==> src/rtl/bound_chk_pkg.sv <==
package bound_chk_pkg;
  parameter int unsigned DW = 32;

  typedef struct packed {
    logic cry_we;
    logic cry_val;
    logic zro_we;
    logic zro_val;
    logic neg_we;
    logic neg_val;
    logic trap;
  } chk_res_t;
endpackage

==> src/rtl/bound_cmp.sv <==
module bound_cmp #(
  parameter int unsigned DW = 32
) (
  input  logic signed [DW-1:0] a,
  input  logic signed [DW-1:0] b,
  output logic                 lt,
  output logic                 eq
);
  always_comb begin
    lt = (a < b);
    eq = (a == b);
  end
endmodule

==> src/rtl/bound_eval.sv <==
module bound_eval
  import bound_chk_pkg::*;
#(
  parameter int unsigned W = 32
) (
  input  logic          dual,
  input  logic [W-1:0]  val,
  input  logic [W-1:0]  lo,
  input  logic [W-1:0]  hi,
  output chk_res_t      res
);
  logic [W-1:0] lo_eff;
  logic v_lt_lo, v_eq_lo, hi_lt_v, hi_eq_v, hi_lt_lo, hi_eq_lo;
  logic below, above, in_order, cry;

  // lower limit is zero in single-bound mode
  always_comb lo_eff = dual ? lo : '0;

  bound_cmp #(.DW(W)) u_cmp_vlo (.a(val), .b(lo_eff), .lt(v_lt_lo), .eq(v_eq_lo));
  bound_cmp #(.DW(W)) u_cmp_hiv (.a(hi),  .b(val),    .lt(hi_lt_v), .eq(hi_eq_v));
  bound_cmp #(.DW(W)) u_cmp_hlo (.a(hi),  .b(lo_eff), .lt(hi_lt_lo), .eq(hi_eq_lo));

  always_comb begin
    below    = v_lt_lo;
    above    = hi_lt_v;
    in_order = ~hi_lt_lo;
    cry      = in_order ? (below | above) : (below & above);
    res.cry_we  = 1'b1;
    res.cry_val = cry;
    res.zro_we  = dual;
    res.zro_val = dual & (v_eq_lo | hi_eq_v);
    res.neg_we  = ~dual;
    res.neg_val = ~dual & val[W-1];
    res.trap    = dual ? cry : (below | above);
  end
endmodule

==> src/rtl/bound_chk_unit.sv <==
module bound_chk_unit
  import bound_chk_pkg::*;
#(
  parameter int unsigned W = DW
) (
  input  logic         clk,
  input  logic         rst_n,
  input  logic         req_vld,
  input  logic         req_dual,
  input  logic [W-1:0] req_val,
  input  logic [W-1:0] req_lo,
  input  logic [W-1:0] req_hi,
  output logic         res_vld,
  output logic         cry_we,
  output logic         cry_val,
  output logic         zro_we,
  output logic         zro_val,
  output logic         neg_we,
  output logic         neg_val,
  output logic         trap
);
  chk_res_t comb_res, res_d, res_q;
  logic vld_d, vld_q;

  bound_eval #(.W(W)) u_eval (
    .dual(req_dual), .val(req_val), .lo(req_lo), .hi(req_hi), .res(comb_res)
  );

  always_comb begin
    vld_d = req_vld;
    res_d = res_q;
    if (req_vld) res_d = comb_res;
    else begin
      res_d.cry_we = 1'b0;
      res_d.zro_we = 1'b0;
      res_d.neg_we = 1'b0;
      res_d.trap   = 1'b0;
    end
  end

  always_ff @(posedge clk or negedge rst_n) begin
    if (!rst_n) begin
      vld_q <= 1'b0;
      res_q <= '0;
    end else begin
      vld_q <= vld_d;
      res_q <= res_d;
    end
  end

  always_comb begin
    res_vld = vld_q;
    cry_we  = res_q.cry_we;
    cry_val = res_q.cry_val;
    zro_we  = res_q.zro_we;
    zro_val = res_q.zro_val;
    neg_we  = res_q.neg_we;
    neg_val = res_q.neg_val;
    trap    = res_q.trap;
  end
endmodule

==> config.mk <==
export PLATFORM = sky130hd
export DESIGN_NAME = bound_chk_unit
export DESIGN_NICKNAME = d
export VERILOG_FILES = /design/src/rtl/bound_chk_pkg.sv /design/src/rtl/bound_cmp.sv /design/src/rtl/bound_eval.sv /design/src/rtl/bound_chk_unit.sv
export SDC_FILE = /design/constraint.sdc
export NUM_CORES = 1
export LEC_CHECK = 0
export BUFFER_PORTS_ARGS = -buffer_cell sky130_fd_sc_hd__buf_2
export CORE_UTILIZATION = 35
export DETAILED_ROUTE_END_ITERATION = 8
export PLACE_DENSITY = 0.69
export SLEW_MARGIN = 30
export SYNTH_ARGS = -nofsm -noshare
export SYNTH_HDL_FRONTEND = slang
export SYNTH_SLANG_ARGS = --single-unit
==> constraint.sdc <==
create_clock -name clk -period 1.25 [get_ports clk]
set_clock_uncertainty 0.15 [all_clocks]
set_input_delay 0.125 -clock clk [delete_from_list [all_inputs] [get_ports clk]]
set_output_delay 0.125 -clock clk [all_outputs]
set_load 0.05 [all_outputs]
After elaboration in Yosys (flattened, before gate mapping)
Index checks and enable logic that the tools add are counted.
- order comparisons: 3
- equality and inequality tests: 2
- multiplexer cells: 7
- bitwise operators: 6
- operators with widths (operator ; number):
    $lt 32x32->1 ; 3
    $eq 32x32->1 ; 2
    $mux 32 ; 1
    $mux 1 ; 6
    $and 1x1->1 ; 3
    $or 1x1->1 ; 2
    $not 1->1 ; 1
- bits in registers: 8
- input bits: 100
- output and inout port bits: 8

Longest topological paths before layout
- word-level depth: 6
- depth in mapped cells: 11
- depth with buffers taken out: 9

Hierarchy
A second synthesis with hierarchy kept.
- cells, all modules: 401
- area, all modules: 3021.6 µm²
- modules (own cells, without submodules) (module ; instances ; cells each ; area each (µm²) ; seq. area each (µm²)):
    bound_cmp ; 3 ; 113 ; 820.8 ; 0.0
    bound_eval ; 1 ; 47 ; 295.3 ; 0.0
    bound_chk_unit ; 1 ; 15 ; 264.0 ; 200.2

Worst setup path before layout
OpenSTA, ideal clock, no wires.
- path type: input port to flip-flop
- from: input port req_dual
- to: register res_q, in the netlist trap
- setup time: 0.078 ns
- arrival time: 2.415 ns
- required time: 1.022 ns
- slack: -1.393 ns
- cell stages on the path: 11
- path buffers: 2
- cell sequence: clkbuf_1 clkbuf_1 nand2_1 ha_1 nand4_2 nor3_2 a21boi_1 or4b_1 a221oi_2 o32ai_1 a21boi_1
- RTL lines (element ; RTL line ; source):
    start: declaration ; bound_chk_unit.sv:9 ; input logic req_dual,
    end signal: assignment ; bound_chk_unit.sv:47 ; res_q <= res_d;
    end: declaration ; bound_chk_unit.sv:22 ; chk_res_t comb_res, res_d, res_q;

==> results.ini <==
[outcome]
outcome=finished, violations left
violations=negative setup slack

[grt]
grt.met2_usage_pct=43.99
use_met3_pct=1.493
grt_first_pass_wirelength_um=14120
grt_use_met1_pct=27.74
grt_max_degree=11
globalRouteTotalUtil_pct=22.81
top_usage_layer=met2
antenna_found_initial=0
gr-total-overflow=0
grt_pass1_vias=3257

[floorplan]
core_sq_um=7253
die_y_um=88.83
rows=31
die_w_um=88.83
io_pins=108
dieArea_sq_um=7891
initial_core_util_pct=36.38

[routing]
avgRoutedWirePerCell_um=14.63
via_per_inst=5.186
drt_iter0_drc=77
vias=3257
totalWireLength_um=9188
drc=0
dr.pass1.iters=4
antenna_left=0

[worst_setup_path]
critPathMaxStageDelay_ns=0.54
cp-start-kind=primary input
worstSetupPathType=in -> reg
critPathMaxFanout=8
cp-end-kind=flip-flop
timing.reg2reg.setup_slack_ns=0.29
crit_required_ns=1.24
crit_buf_inv=2
crit_arrival_ns=2.20
cp_top_family=simple AND/OR/NAND/NOR gates
cp_cell_sequence=buf_12 > buf_12 > nand2_2 > ha_4 > nand4_1 > nor3_2 > a21boi_1 > or4b_4 > a221oi_4 > o32ai_2 > a21boi_1
r2r_end=neg_val
r2r_start=neg_val
slowest_stage=or4b_4
ff2ff_path_depth=2

[power]
switching_share_pct=41.65
p_clk_share_pct=14.0
power.leakage_nw=2.311
power_density_nw_per_um2=478.3
power.internal_mw=1.284
power.switching_uw=916.4
power_frac_comb_pct=74.4
peakVddDrop_mv=0.8609
power.share.sequential_pct=11.6

[timing]
fmax_mhz=452.4
max-slew-margin-rel_pct=76.58
finalCritPeriodShare_pct=176.8
final.min_clock_period_ns=2.210
setup_violations=3
rsz0062_at_grt=yes
final.setup.tns_ns=-2.616
worst_pin_slew_ns=0.3463
layout_setup_ws_ns=-0.9604
hold_violations=0
slew_viol_final=0

[synthesis]
synth_area_sq_um=2639
synthCells=342
ys_seq_area_share_pct=6.638
syn_nets=537
syn_area_per_cell_sq_um=7.716
ys_ff_latch=7
synthDistinctLibCells=45
ys_warn_count=0

[final_layout]
syn2layout_area_growth_pct=74.30
final_layout_size_suffix_gt1_share_pct=50.66
final_cell_mix=106 x buf_2, 72 x buf_4, 71 x ha_1, 38 x inv_1, 34 x a21oi_1
nets=725
n_antenna_cell=0
layout_commonest_cell=buf_2

[cts]
cts_tree=built
cts_made_buffers=3
clock_sinks=7
clk_pin_slew_worst_paths_ns=0.04
cts_max_path_buffers=2
cts_root_buf=clkbuf_8
cts_htree_levels=1
clk_latency_ns=0.22

[placed_design]
hpwlAfterDp_um=7223
numPortBuffers=107
place.gp.congestion=0.8497
dp_slack_ns=-1.317

[worst_hold_path]
min_path_type=in -> async

[job]
cap_violations=0

## synthesized netlist by cell type, drive strengths merged
cell type / number / share of area (%)
nor4bb: 2 / 0.76
buf: 1 / 0.28
o21a: 3 / 0.85
and4: 5 / 1.7
nand3: 11 / 2.3
nor3: 4 / 0.95
a31oi: 2 / 0.71
a211oi: 4 / 1.1
o21bai: 3 / 1.3
or4b: 1 / 0.38
o22ai: 1 / 0.24
nand4b: 1 / 0.33
dfrtp: 7 / 6.6
nand2b: 1 / 0.24
inv: 38 / 5.4
a2bb2oi: 1 / 0.33
or4: 2 / 0.71
nand4: 13 / 3.3
nor2b: 3 / 0.71
or2b: 1 / 0.28
o211ai: 1 / 0.47
or2: 1 / 0.24
o21ai: 13 / 2.5
nor2: 8 / 1.1
o221ai: 1 / 0.33
nor4: 1 / 0.24
clkbuf: 4 / 0.57
a21o: 4 / 1.1
a21oi: 39 / 7.4
a21boi: 2 / 0.57
ha: 95 / 45
and2: 2 / 0.47
a31o: 1 / 0.33
a22oi: 1 / 0.28
a221oi: 4 / 1.6
o32ai: 2 / 0.66
o2111ai: 1 / 0.33
nand2: 58 / 8.3
## how the worst max path moves through the flow
stage / start / end / slack, ns / cells after the start
floorplan: req_dual / trap / -1.05 / 11
global placement: req_dual / trap / -1.25 / 11
detailed placement: req_dual / trap / -1.32 / 11
CTS: req_dual / trap / -0.96 / 11
global route: req_dual / trap / -1.06 / 11
finish: req_dual / trap / -0.96 / 11
## through the flow
step	hold WS, ns	total power, mW	utilization, %	cells	cell area, sq um
2_1_floorplan	-0.3206	1.015	-	342	2877
3_3_place_gp	-0.1893	1.577	55.24	612	4006
3_5_place_dp	-0.1887	1.623	55.24	612	4006
4_1_cts	0.1056	2.125	61.86	626	4487
5_1_grt	0.1415	2.391	63.41	628	4599
6_report	0.1224	2.200	63.41	628	4599
## kinds of logic after synthesis
family                     after synthesis  synth area share, %
DFF                                      7                6.638
and+or+nand+nor                        114                21.95
adders and majority gates               95                45.05
AOI/OAI and AO/OA                       83                20.10
buffers and inverters                   43                6.259
## layer usage
| metal | vias up | wire (um) |
|---|---|---|
| met4 | 0 | 133 |
| met2 | 92 | 4704 |
| met1 | 1514 | 3981 |
| met3 | 14 | 369 |
| li1 | 1637 | - |
| met5 | - | 0 |
## registers in the layout (all words and copies together) (netlist names)
| register | count |
|---|---|
| cry_val | 1 |
| cry_we | 1 |
| neg_val | 1 |
| neg_we | 1 |
| trap | 1 |
| zro_val | 1 |
| zro_we | 1 |
## power groups by stage
stage	Clock (mW)	Sequential [mW]	Combinational, mW
2_1_floorplan	0	0.325	0.690
3_3_place_gp	0	0.260	1.32
3_5_place_dp	0	0.259	1.36
4_1_cts	0.316	0.257	1.55
5_1_grt	0.330	0.257	1.80
6_report	0.307	0.255	1.64
## area by class of cell
cell class | count | area, sq um
repair buffers | 188 | 1265
well taps | 99 | 123.9
clock buffers | 4 | 45.04
inverters | 38 | 142.6
fillers | 601 | 2654
multi-input cells | 292 | 2848
flip-flops and latches | 7 | 175.2
## timing repair
| item | 4_1_cts | 5_1_grt |
|---|---|---|
| hold buffers | 2 | 0 |
| setup endpoints to repair | 3 | 3 |
| resized for setup | 50 | 18 |
| gates cloned | 3 | 0 |
| setup buffers | 5 | 2 |
| hold endpoints to repair | 8 | 0 |
| pin swaps | 21 | 16 |
Note: power is estimated with default switching activity, not from simulation.
